==> config.mk <==
export PLATFORM = sky130hd
export DESIGN_NAME = fence_gate
export DESIGN_NICKNAME = d
export VERILOG_FILES = /design/src/rtl/fence_gate_pkg.sv /design/src/rtl/fence_word_decode.sv /design/src/rtl/kind_counter.sv /design/src/rtl/fence_gate.sv
export SDC_FILE = /design/constraint.sdc
export NUM_CORES = 1
export LEC_CHECK = 0
export ABC_CLOCK_PERIOD_IN_PS = 3950
export BUFFER_PORTS_ARGS = -buffer_cell sky130_fd_sc_hd__buf_2
export CORE_AREA = 2 2 63 59
export CTS_BUF_LIST = sky130_fd_sc_hd__clkbuf_2 sky130_fd_sc_hd__clkbuf_4 sky130_fd_sc_hd__clkbuf_8
export CTS_CLUSTER_DIAMETER = 100
export DETAILED_ROUTE_END_ITERATION = 10
export DIE_AREA = 0 0 65 61
export PLACE_DENSITY = 0.81
export SKIP_LAST_GASP = 1
export SLEW_MARGIN = 10
export SYNTH_ARGS = -nofsm -noshare
export SYNTH_HDL_FRONTEND = slang
export SYNTH_HIERARCHICAL = 1
export SYNTH_SLANG_ARGS = --single-unit
==> constraint.sdc <==
create_clock -name clk -period 3.95 [get_ports clk]
set_input_delay 0.79 -clock clk [delete_from_list [all_inputs] [get_ports clk]]
set_output_delay 0.79 -clock clk [all_outputs]
set_load 0.005 [all_outputs]
==> src/rtl/fence_gate_pkg.sv <==
package fence_gate_pkg;
    localparam int NKIND = 4;

    typedef enum logic [1:0] {
        K_WR  = 2'd0,
        K_RD  = 2'd1,
        K_OUT = 2'd2,
        K_IN  = 2'd3
    } kind_e;

    localparam logic [6:0] OPC_ORDER   = 7'b0001111;
    localparam logic [2:0] SUB_ORDER   = 3'b000;
    localparam logic [2:0] SUB_ISTREAM = 3'b001;

    typedef struct packed {
        logic             held;
        logic             istream;
        logic [NKIND-1:0] finish_set;
        logic [NKIND-1:0] wait_set;
        logic             flush;
    } gate_st_t;
endpackage

==> src/rtl/fence_word_decode.sv <==
module fence_word_decode
    import fence_gate_pkg::*;
(
    input  logic [6:0]       opcode,
    input  logic [2:0]       subop,
    input  logic [7:0]       set_bits,
    output logic             is_order,
    output logic             is_istream,
    output logic [NKIND-1:0] finish_set,
    output logic [NKIND-1:0] wait_set
);
    always_comb begin
        is_order   = (opcode == OPC_ORDER) && (subop == SUB_ORDER);
        is_istream = (opcode == OPC_ORDER) && (subop == SUB_ISTREAM);
        finish_set = set_bits[7:4];
        wait_set   = set_bits[3:0];
    end
endmodule

==> src/rtl/kind_counter.sv <==
module kind_counter #(
    parameter int CNT_W = 4
) (
    input  logic             clk,
    input  logic             rst_n,
    input  logic             inc,
    input  logic             dec,
    output logic [CNT_W-1:0] cnt,
    output logic             full,
    output logic             empty
);
    localparam logic [CNT_W-1:0] CNT_MAX = {CNT_W{1'b1}};

    logic [CNT_W-1:0] cnt_d, cnt_q;

    always_comb begin
        cnt_d = cnt_q;
        if (inc && !dec) begin
            cnt_d = cnt_q + 1'b1;
        end else if (dec && !inc) begin
            cnt_d = cnt_q - 1'b1;
        end
    end

    always_ff @(posedge clk) begin
        if (!rst_n) begin
            cnt_q <= '0;
        end else begin
            cnt_q <= cnt_d;
        end
    end

    assign cnt   = cnt_q;
    assign full  = (cnt_q == CNT_MAX);
    assign empty = (cnt_q == '0);
endmodule

==> src/rtl/fence_gate.sv <==
module fence_gate
    import fence_gate_pkg::*;
#(
    parameter int CNT_W = 4
) (
    input  logic        clk,
    input  logic        rst_n,
    input  logic [3:0]  acc_req,
    output logic [3:0]  acc_gnt,
    input  logic [3:0]  rsp_valid,
    input  logic        fence_valid,
    input  logic [31:0] fence_instr,
    output logic        fence_ready,
    output logic        fetch_flush
);
    logic [NKIND-1:0][CNT_W-1:0] cnt_q;
    logic [NKIND-1:0]            kind_full;
    logic [NKIND-1:0]            kind_empty;
    logic [NKIND-1:0]            issue;

    logic             dec_order;
    logic             dec_istream;
    logic [NKIND-1:0] dec_finish;
    logic [NKIND-1:0] dec_wait;
    logic             unused_fields;

    gate_st_t st_d, st_q;
    logic     take;
    logic     drained;

    assign unused_fields = ^{fence_instr[31:28], fence_instr[19:15], fence_instr[11:7]};

    fence_word_decode u_dec (
        .opcode     (fence_instr[6:0]),
        .subop      (fence_instr[14:12]),
        .set_bits   (fence_instr[27:20]),
        .is_order   (dec_order),
        .is_istream (dec_istream),
        .finish_set (dec_finish),
        .wait_set   (dec_wait)
    );

    for (genvar k = 0; k < NKIND; k++) begin : g_kind
        assign acc_gnt[k] = !kind_full[k] && !(st_q.held && st_q.wait_set[k]);
        assign issue[k]   = acc_req[k] && acc_gnt[k];

        kind_counter #(.CNT_W(CNT_W)) u_cnt (
            .clk   (clk),
            .rst_n (rst_n),
            .inc   (issue[k]),
            .dec   (rsp_valid[k]),
            .cnt   (cnt_q[k]),
            .full  (kind_full[k]),
            .empty (kind_empty[k])
        );
    end

    assign fence_ready = !st_q.held;
    assign take        = fence_valid && fence_ready && (dec_order || dec_istream);
    assign drained     = &(kind_empty | ~st_q.finish_set);

    always_comb begin
        st_d       = st_q;
        st_d.flush = 1'b0;
        if (st_q.held) begin
            if (drained) begin
                st_d.held  = 1'b0;
                st_d.flush = st_q.istream;
            end
        end else if (take) begin
            st_d.held    = 1'b1;
            st_d.istream = dec_istream;
            if (dec_istream) begin
                st_d.finish_set = NKIND'(1) << K_WR;
                st_d.wait_set   = '0;
            end else begin
                st_d.finish_set = dec_finish;
                st_d.wait_set   = dec_wait;
            end
        end
    end

    always_ff @(posedge clk) begin
        if (!rst_n) begin
            st_q <= '0;
        end else begin
            st_q <= st_d;
        end
    end

    assign fetch_flush = st_q.flush;
endmodule

==> summary.md, run 1 <==
| Metric | Value |
|---|---|
| Status | completed |
| Most frequent cells in the layout | buf_2, dfxtp_1, and2_1, o21ai_0, ha_1 |
| Crit path max fanout | 10 |
| R2R depth | 10 |
| Worst Clk Skew | 0.00918 ns |
| Post-DP HPWL | 2410 um |
| Total die area | 3970 um2 |
| Worst path cell trace | buf_2, nand4bb_1, nor4_2, nor2_1, or4_1, o211a_1 |
| GRT Util Overall | 17.3% |
| Layout cells sized above 1 | 21.4% |
| Rel. slew slack | 54.2% |
| Post-synth ARST share | 0% |
| Dominant synthesized flop cell | dfxtp_1 |
| Syn Nets | 252 |
| Diodes inserted | 0 |
| CTS Root Cell | clkbuf_8 |
| CP Class | input pin to register |
| FF+latch count, synth | 27 |
| Via density | 5.42 |
| Layout area overhead | 9.81% |
| Setup TNS | 0 ns |
| Clock buffer depth | 2 |
| Post-CTS sizing | 0 |
| Initial Util | 53.3% |
| CTS Hold Buffers Added | 0 |
| Largest net degree at the start of global routing | 32 |
| Placed cells | 255 |
| Fin area | 1920 um2 |
| Vias in the first global route | 1327 |
| Pwr dens | 369 nW/um2 |
| Post-CTS Setup Bufs | 0 |
| Die Ht | 61 um |
| Worst path buffer plus inverter count | 1 |
| Final worst slack | 1.40 ns |
| DR DRC count | 0 |
| CTS tree | built |
| GR Overflow Total | 0 |
| Fin crit period | 2.55 ns |
| NumNets Final | 275 |
| Place WS | 1.12 ns |
| Hold depth | 2 |
| Endpoint class of the critical path | register |
| 1st-iter DRT viols | 53 |
| Min-delay src | st_q[9] |
| Antenna Violating Nets Remaining | 0 |
| Worst Hold Endpoint | fetch_flush |
| Clock sink total | 27 |
| Register-to-register setup slack | 1.62 ns |
| Slew @ Worst Pin | 0.681 ns |
| # setup viols final | 0 |
| Critical path's slowest cell | nor4_2 |
| PortBufs | 34 |
| Leakage | 0.781 nW |
| CP delay by family, top | simple AND/OR/NAND/NOR gates |
| Die width | 65 um |
| Critical Path RT | 4.13 ns |
| Arr. time, crit path | 2.73 ns |
| Rows | 20 |
| Clock buffer count from CTS | 3 |
| Post-Syn Area per Cell | 9.05 um2 |
| Final Hold Fails | 0 |
| Fill cells | 314 |
| Final period utilization | 64.5% |
| WL/cell | 12.4 um |
| Total Wirelength | 3210 um |
| Min Hold Slack | 0.448 ns |
| Seq/Total Area, Yosys | 30.9% |
| Max Cap Viol | 0 |
| Commonest non-fill, non-tap cell in the layout | buf_2 |
| Via Count | 1405 |
| Netlist Area Pre-Place | 1750 um2 |
| Hold WC Path Type | register to register |
| Htree depth | 1 |
| Slowest Stage Delay on Critical Path | 0.66 ns |
| Peak supply drop | 0.277 mV |
| Synth Warn # | 6 |
| Worst setup path start | fence_instr[6] |
| Synth cell types | 36 |
| Worst setup SP type | input pin |
| RSZ-0062 raised after global routing | false |
| Global placement routability congestion | 0.758 |
| Max Clock Freq | 393 MHz |
| First-pass GRT wire length | 5350 um |
| Initial antenna violation count | 0 |
| Reg-to-reg critical path startpoint | g_kind[3].u_cnt/cnt[1] |
| Gate count of the mapped netlist | 193 |
| Final Max Tran Viols | 0 |
| Boundary pin count | 49 |
| Number of enable flip-flop cells after synthesis | 0 |
| Core ar. | 3280 um2 |
| Dpl cell area | 1870 um2 |
| Clock latency on the worst-skew pair | 0.28 ns |
| Non-Filler Instances | 259 |
| Clock transition at path regs | 0.10 ns |
| TritonRoute pass-1 iters | 4 |
| Reg-to-Reg End | g_kind[3].u_cnt/cnt[3] |
[final cells by class]
class                      count  area (um2)  area share (%)
multi-input combinational    140        1070            55.6
sequential                    27         541            28.2
timing repair buffer          34         170            8.87
tap                           44        55.1            2.87
clock buffer                   3        41.3            2.15
inverter                      10        37.5            1.96
clock inverter                 1        7.51           0.391
[report_power, final]
part           switching, mW  leakage [nW]  internal, mW
registers             0.0407         0.221         0.306
logic                 0.0925         0.538         0.111
clock network         0.0868        0.0217        0.0716
total                  0.220         0.781         0.488
[synth_stat cells, types with 3 or more instances]
cell,number,area (um2)
nor2_1,7,26.3
nand2_1,10,37.5
inv_1,10,37.5
and2_1,12,75.1
clkbuf_1,3,11.3
ha_1,12,150
dfxtp_1,27,541
a211oi_1,4,30.0
a31oi_1,4,25.0
fa_1,4,80.1
a21oi_1,8,40.0
and4_2,4,40.0
nor4_1,4,25.0
clkbuf_2,4,20.0
mux2i_1,8,80.1
o21ai_0,12,60.1
nand2b_1,8,50.1
a21boi_0,7,52.6
nand4b_1,7,61.3
buf_4,8,60.1
nor2b_1,5,31.3
nand3_1,4,20.0
xnor2_1,8,70.1
[stage by stage]
step | util (%) | power [mW]
2_1_floorplan | - | 0.511
3_3_place_gp | 57.0 | 0.546
3_5_place_dp | 57.0 | 0.556
4_1_cts | 58.5 | 0.717
5_1_grt | 58.5 | 0.762
6_report | 58.5 | 0.708
[how the worst max path moves through the flow]
| stage | end | slack (ns) | cells past startpoint |
|---|---|---|---|
| after global placement | st_q[5] | 1.16 | 6 |
| after floorplan | st_q[5] | 1.61 | 5 |
| after detailed placement | st_q[5] | 1.12 | 6 |
| after global routing | st_q[5] | 1.30 | 6 |
| after CTS | st_q[5] | 1.42 | 6 |
| final | st_q[5] | 1.40 | 6 |
[sequential cells by signal (all words and copies together), names as in the netlist]
register and cells:
g_kind.u_cnt/cnt 16, st_q 10, fetch_flush 1
[tightest hold or removal path, cell delays in order (launching register included)]
cell and delay, ns:
dfxtp_1 0.32, nand2_1 0.06, nor2_1 0.04
[kinds of logic after synthesis]
family	after synthesis	synth area share, %
AND/OR/NAND/NOR	69	25.4
multiplexers	8	4.58
adder cells (fa/ha/maj)	16	13.2
buffers and inverters	26	8.02
AO/OA/AOI/OAI	39	13.9
XOR/XNOR	8	4.01
flip-flops	27	30.9
[layer usage]
metal | track usage [%] | routed length [um]
met1 | 19.3 | 1480
met5 | 0 | 0
met2 | 33.3 | 1600
met3 | 4.82 | 120
met4 | 3.95 | 8
Note: power is estimated with default switching activity, not from simulation.
==> run 2, diff against run 1 <==
- ABC_AREA: not set -> 1
- ABC_CLOCK_PERIOD_IN_PS: 3950 -> 2400
- CORE_AREA: 2 2 63 59 -> 2 2 65 61
- DIE_AREA: 0 0 65 61 -> 0 0 67 63
- PLACE_DENSITY: 0.81 -> 0.79
- clock period: 3.95 -> 2.4 ns (I/O delays scaled with it)
==> run 2 against run 1 <==
  * Clock power up 66%
  * Flip-flop and latch count unchanged
  * First-iteration DRC count up 9.4%
==> summary.md, run 2 <==
| Metric | Value |
|---|---|
| TritonRoute pass-1 iters | 4 (unchanged) |
| Slowest Stage Delay on Critical Path | 0.45 ns (was 0.66 ns) |
| Design Power | 1.13 mW (was 0.708 mW) |
| Layout area overhead | 10.9% (was 9.81%) |
| Total die area | 4220 um2 (was 3970 um2) |
| Antenna Violating Nets Remaining | 0 (unchanged) |
| Via Count | 1670 (was 1405) |
| Clk pwr share | 23.3% (was 22.4%) |
| Slew @ Worst Pin | 0.432 ns (was 0.681 ns) |
| Syn Nets | 335 (was 252) |
| P_sw | 0.363 mW (was 0.220 mW) |
| Worst Clk Skew | 0.00233 ns (was 0.00918 ns) |
| Max Cap Viol | 0 (unchanged) |
| GR Overflow Total | 0 (unchanged) |
| Int Pwr | 0.762 mW (was 0.488 mW) |
| Dominant synthesized flop cell | dfxtp_1 (unchanged) |
| # setup viols final | 0 (unchanged) |
| Synth area leader | dfxtp_1 (unchanged) |
| Gate count of the mapped netlist | 276 (was 193) |
| CP delay by family, top | simple AND/OR/NAND/NOR gates (unchanged) |
| Final Max Tran Viols | 0 (unchanged) |
| Vias in the first global route | 1517 (was 1327) |
| Min Hold Slack | 0.433 ns (was 0.448 ns) |
| CTS Hold Buffers Added | 0 (unchanged) |
| Final worst slack | 0.272 ns (was 1.40 ns) |
| Part of the power in combinational logic | 28.7% (about the same) |
| Largest net degree at the start of global routing | 24 (was 32) |
| Clock sink total | 27 (unchanged) |
| Crit path depth | 12 (was 6) |
| Fin crit period | 2.13 ns |
| Clock buffer count from CTS | 3 (unchanged) |
| Max Clock Freq | 470 MHz |
| Boundary pin count | 49 (unchanged) |
| Clock latency on the worst-skew pair | 0.27 ns (was 0.28 ns) |
| CTS Root Cell | clkbuf_8 (unchanged) |
| Netlist Area Pre-Place | 1840 um2 (was 1750 um2) |
| Post-CTS Setup Bufs | 0 (unchanged) |
| RSZ-0062 raised after global routing | false (unchanged) |
| Worst setup SP type | register (was input pin) |
| R2R depth | 12 (was 10) |
| Status | completed (unchanged) |
| Clock buffer depth | 2 (unchanged) |
| Synth cell types | 23 (was 36) |
| WL/cell | 9.39 um (was 12.4 um) |
| GRT Util Overall | 18.0% (was 17.3%) |
| Synth cell count leaders | nand2_1, inv_1, nor2_1, dfxtp_1 (was dfxtp_1, and2_1, ha_1, o21ai_0) |
| Setup TNS | 0 ns (unchanged) |
| Post-synth ARST share | 0% (unchanged) |
| Die Ht | 63 um (was 61 um) |
| Total Wirelength | 3290 um (was 3210 um) |
| Top-count cell post-synth | nand2_1 (was dfxtp_1) |
| Max reg flops | 16 (unchanged) |
| Initial antenna violation count | 0 (unchanged) |
| Initial Util | 51.4% (was 53.3%) |
| Post-DP HPWL | 2560 um (was 2410 um) |
| Endpoint class of the critical path | register (unchanged) |
| PortBufs | 34 (unchanged) |
| Most frequent cells in the layout | nand2_1, inv_1, buf_2 (was buf_2, dfxtp_1, and2_1, o21ai_0, ha_1) |
| Hold depth | 3 (was 2) |
| Seq/Total Area, Yosys | 29.4% (was 30.9%) |
| Largest cells by area after synthesis | dfxtp_1, nand2_1, ha_1, inv_1, nor2_1 (was dfxtp_1, ha_1, fa_1, mux2i_1, and2_1) |
| Htree depth | 1 (unchanged) |
| Peak supply drop | 0.256 mV (was 0.277 mV) |
| CP Class | register to register (was input pin to register) |
| Rel. slew slack | 71.2% (was 54.2%) |
| Clock transition at path regs | 0.09 ns (was 0.10 ns) |
| Sw frac | 32.3% (was 31.1%) |
| Diodes inserted | 0 (unchanged) |
| Final period utilization | 88.7% |
| Die width | 67 um (was 65 um) |
| Post-CTS sizing | 0 (unchanged) |
| Arr. time, crit path | 2.31 ns (was 2.73 ns) |
| Top cell type's share of synthesized area | 29.4% (was 30.9%) |
| FF+latch count, synth | 27 (unchanged) |
| Pwr dens | 552 nW/um2 (was 369 nW/um2) |
| Core ar. | 3570 um2 (was 3280 um2) |
| Worst path buffer plus inverter count | 2 (was 1) |
| Commonest non-fill, non-tap cell in the layout | nand2_1 (was buf_2) |
| First-pass GRT wire length | 6110 um (was 5350 um) |
| Final Hold Fails | 0 (unchanged) |
| Sequential Power Share | 47.9% (was 49.0%) |
| Rows | 21 (was 20) |
| Critical Path RT | 2.58 ns (was 4.13 ns) |
| Via density | 4.77 (was 5.42) |
| 1st-iter DRT viols | 58 (was 53) |
| Place WS | 0.286 ns (was 1.12 ns) |
| Leakage | 1.09 nW (was 0.781 nW) |
| CTS tree | built (unchanged) |
| Post-Syn Area per Cell | 6.66 um2 (was 9.05 um2) |
| DR DRC count | 0 (unchanged) |
| Crit path max fanout | 6 (was 10) |
| Synth Warn # | 6 (unchanged) |
| Critical path's slowest cell | dfxtp_1 (was nor4_2) |
| NumNets Final | 364 (was 275) |
| Layout cells sized above 1 | 17.4% (was 21.4%) |
| Number of enable flip-flop cells after synthesis | 0 (unchanged) |
| Hold WC Path Type | input pin to register (was register to register) |
| Global placement routability congestion | 0.881 (was 0.758) |
| Worst path cell trace | nand2_1, nor3_1, a21oi_1, and2_1, ha_1, inv_1, ha_1, or2_1, nand3_1, nand3_1, nand2_1, inv_1 (was buf_2, nand4bb_1, nor4_2, nor2_1, or4_1, o211a_1) |
[run 2: cell types whose count changed after synthesis, sizes merged, moves of 7 or more]
cell / delta
nand2: +61
inv: +39
nor2: +29
nand3: +12
and2: -9
nand2b: -9
a21boi: -8
a21oi: +8
mux2i: -8
xnor2: -8
clkbuf: -7
nand4b: -7
[run 2: through the flow]
step | instances | utilization [%] | cell area [um2]
after floorplan | 276 | - | 1840
after global placement | 346 | 55.7 | 1990
after detailed placement | 346 | 55.7 | 1990
after CTS | 350 | 57.0 | 2040
after global routing | 350 | 57.0 | 2040
final | 350 | 57.0 | 2040
[run 2: worst paths after layout]
check / to / startpoint / slack, ns
worst max-delay path: g_kind[0].u_cnt/cnt[3] / g_kind[0].u_cnt/cnt[0] / 0.27
worst min-delay path: st_q[5] / fence_instr[24] / 0.43
worst max register to register: g_kind[0].u_cnt/cnt[3] / g_kind[0].u_cnt/cnt[0] / 0.27
worst min register to register: st_q[8] / st_q[8] / 0.48
[run 2: cell type report]
cell class                      instances  area, um2
Fill cell                             379       1540
Multi-Input combinational cell        189       1030
Sequential cell                        27        541
Inverter                               50        193
Timing Repair Buffer                   34        170
Tap cell                               46       57.6
Clock buffer                            4       48.8
[run 2: worst reg2reg max path: stages, from the launching register on]
cell     delay [ns]
dfxtp_1        0.45
nand2_1        0.09
nor3_1         0.15
a21oi_1        0.07
and2_1         0.16
ha_1           0.21
inv_1          0.13
ha_1           0.27
or2_1          0.23
nand3_1        0.08
nand3_1        0.08
nand2_1        0.07
inv_1          0.03
[run 2: cell families (layout without fill, tap and decap cells)]
logic type / Yosys count / in the layout / synth area share (%)
buf+inv: 60 / 88 / 14.6
compound gates: 29 / 29 / 7.90
flops: 27 / 27 / 29.4
fa+ha+maj: 16 / 16 / 12.5
xor+xnor: 4 / 4 / 1.91
simple gates: 140 / 140 / 33.6
[run 2: routing by layer]
layer / vias up / share of wire, % / GRT usage (%) / routed length [um]
met2: 39 / 44 / 29.7 / 1460
met5: - / 0 / 0 / 0
met4: 0 / 1.6 / 6.12 / 54
li1: 913 / - / - / -
met3: 6 / 4.4 / 2.88 / 143
met1: 712 / 50 / 23.4 / 1630
[run 2: power by group through the flow]
| stage | Sequential (mW) | Combinational [mW] | Clock [mW] |
|---|---|---|---|
| 3_3_place_gp | 0.549 | 0.307 | 0 |
| 5_1_grt | 0.550 | 0.388 | 0.287 |
| 2_1_floorplan | 0.539 | 0.260 | 0 |
| 6_report | 0.540 | 0.323 | 0.263 |
| 4_1_cts | 0.541 | 0.324 | 0.276 |
| 3_5_place_dp | 0.551 | 0.323 | 0 |
==> run 3, diff against run 2 <==
- ABC_CLOCK_PERIOD_IN_PS: 2400 -> 1900
- CORE_AREA: 2 2 65 61 -> 2 2 68 64
- DIE_AREA: 0 0 67 63 -> 0 0 70 66
- PLACE_DENSITY: 0.79 -> 0.76
- clock period: 2.4 -> 1.9 ns (I/O delays scaled with it)
==> run 3 against run 2 <==
  * Die area up 9.5%
  * Hold slack lost 0.090 ns
  * Global-route usage shrank 0.36 points
  * Sequential share of layout area shrank 5.4 points
  * Combinational power is 130% higher
  * Cell count up 12%
  * Non-clock buffer count up 41
  * Register-to-register slack lost 0.27 ns
  * Flip-flop and latch count did not move
  * Largest power group is now combinational cells
  * Highest routed layer unchanged
==> summary.md, run 3 (synthesized netlist as in run 2, its figures left out) <==
| Metric | Value |
|---|---|
| Fin crit period | 1.90 ns (was 2.13 ns) |
| Fin area | 2650 um2 (was 2040 um2) |
| Slew @ Worst Pin | 0.486 ns (was 0.432 ns) |
| Via density | 4.85 (was 4.77) |
| Place WS | -0.0860 ns (was 0.286 ns) |
| TritonRoute pass-1 iters | 4 (unchanged) |
| Final Hold Fails | 0 (unchanged) |
| Commonest non-fill, non-tap cell in the layout | nand2_1 (unchanged) |
| RSZ-0062 raised after global routing | true (was false) |
| NumNets Final | 405 (was 364) |
| Sw frac | 33.4% (was 32.3%) |
| First-pass GRT wire length | 6650 um (was 6110 um) |
| Core ar. | 3910 um2 (was 3570 um2) |
| Crit path max fanout | 4 (was 6) |
| WL/cell | 11.5 um (was 9.39 um) |
| CTS tree | built (unchanged) |
| Status | completed (unchanged) |
| Die width | 70 um (was 67 um) |
| Diodes inserted | 0 (unchanged) |
| DR DRC count | 0 (unchanged) |
| Min Hold Slack | 0.343 ns (was 0.433 ns) |
| Total Wirelength | 4510 um (was 3290 um) |
| Met2 WL | 2260 um (was 1460 um) |
| Critical Path RT | 2.07 ns (was 2.58 ns) |
| Boundary pin count | 49 (unchanged) |
| PortBufs | 34 (unchanged) |
| Clk pwr share | 19.3% (was 23.3%) |
| Int Pwr | 1.15 mW (was 0.762 mW) |
| CTS Root Cell | clkbuf_8 (unchanged) |
| Hold WC Path Type | input pin to register (unchanged) |
| CTS Hold Buffers Added | 0 (unchanged) |
| Rows | 22 (was 21) |
| Max reg flops | 16 (unchanged) |
| Initial antenna violation count | 0 (unchanged) |
| Max Clock Freq | 527 MHz (was 470 MHz) |
| Top sig layer | met4 (unchanged) |
| Arr. time, crit path | 2.07 ns (was 2.31 ns) |
| Layout cells sized above 1 | 44.1% (was 17.4%) |
| Worst setup SP type | register (unchanged) |
| GRT Util Overall | 17.6% (was 18.0%) |
| Total die area | 4620 um2 (was 4220 um2) |
| Clock buffer count from CTS | 3 (unchanged) |
| Leakage | 1.36 nW (was 1.09 nW) |
| Via Count | 1907 (was 1670) |
| Final core occ | 67.7% (was 57.0%) |
| Met1 wire length | 2000 um (was 1630 um) |
| Largest net degree at the start of global routing | 24 (unchanged) |
| Final period utilization | 99.9% (was 88.7%) |
| Peak supply drop | 0.389 mV (was 0.256 mV) |
| Layout area overhead | 44.0% (was 10.9%) |
| Sequential Power Share | 38.4% (was 47.9%) |
| CP Class | register to register (unchanged) |
| GR Overflow Total | 0 (unchanged) |
| # setup viols final | 0 (unchanged) |
| Final worst slack | 0.00128 ns (was 0.272 ns) |
| Clock buffer depth | 2 (unchanged) |
| Most frequent cells in the layout | nand2_1, buf_4, buf_2 (was nand2_1, inv_1, buf_2) |
| Endpoint class of the critical path | register (unchanged) |
| Worst Clk Skew | 0.00491 ns (was 0.00233 ns) |
| Vias in the first global route | 1750 (was 1517) |
| Pwr dens | 653 nW/um2 (was 552 nW/um2) |
| Global placement routability congestion | 0.823 (was 0.881) |
| Rel. slew slack | 67.6% (was 71.2%) |
| Clock latency on the worst-skew pair | 0.27 ns (about the same) |
| 1st-iter DRT viols | 71 (was 58) |
| Initial Util | 47.0% (was 51.4%) |
| Final Max Tran Viols | 0 (unchanged) |
| Clock transition at path regs | 0.08 ns (was 0.09 ns) |
| Post-DP HPWL | 2920 um (was 2560 um) |
| Part of the power in combinational logic | 42.3% (was 28.7%) |
| Antenna Violating Nets Remaining | 0 (unchanged) |
| Design Power | 1.73 mW (was 1.13 mW) |
| Die Ht | 66 um (was 63 um) |
| Htree depth | 1 (unchanged) |
| Max Cap Viol | 0 (unchanged) |
| Dpl cell area | 2240 um2 (was 1990 um2) |
| WL met3 | 149 um (was 143 um) |
| Clock sink total | 27 (unchanged) |
| P_sw | 0.577 mW (was 0.363 mW) |
[run 3: changes by cell type in the layout (fill, tap and decap cells not counted), sizes merged]
cell / change
buf: +41
[run 3: repair_timing]
action	4_1_cts	5_1_grt
setup endpoints to repair	10	12
setup buffers	2	6
gates cloned	0	0
pin swaps	5	33
gates resized for setup	17	57
[run 3: final cells by class]
type	instances	area, um2
multi-input combinational	189	1290
sequential	27	559
inverter	50	203
fill	306	1260
clock buffer	4	48.8
timing repair buffer	75	489
tap	48	60.1
[run 3: worst max-delay path, stage by stage, from the launching register on]
cell and delay (ns):
dfxtp_1 0.37, nand2_2 0.10, nor3_4 0.16, a21oi_4 0.05
and2_4 0.17, ha_4 0.16, inv_4 0.07, ha_4 0.20
or2_1 0.24, nand3_1 0.09, nand3_1 0.08, nand2_1 0.08
inv_1 0.03
[run 3: worst paths after layout]
check | startpoint | to | slack [ns] | cells past startpoint
max | g_kind[2].u_cnt/cnt[1] | g_kind[2].u_cnt/cnt[3] | 0.001 | 12
min | fence_instr[24] | st_q[5] | 0.34 | 3
max reg2reg | g_kind[2].u_cnt/cnt[1] | g_kind[2].u_cnt/cnt[3] | 0.001 | 12
min reg2reg | st_q[9] | fetch_flush | 0.48 | 2
[run 3: through the flow]
step | setup TNS (ns) | std cells
floorplan | 0 | 276
global placement | -0.0670 | 381
detailed placement | -0.432 | 381
CTS | -0.0288 | 387
global route | -0.250 | 393
finish | 0 | 393
[run 3: metal layers]
metal	up-vias	track usage (%)
met4	0	7.69
met1	862	19.8
li1	991	-
met3	8	2.44
met2	46	33.3
met5	-	0
[run 3: power groups by stage]
stage	clock network [mW]	registers (mW)	logic, mW
after floorplan	0	0.683	0.329
after global placement	0	0.657	0.551
after detailed placement	0	0.660	0.571
after CTS	0.344	0.648	0.587
after global routing	0.361	0.670	0.814
final	0.333	0.663	0.732
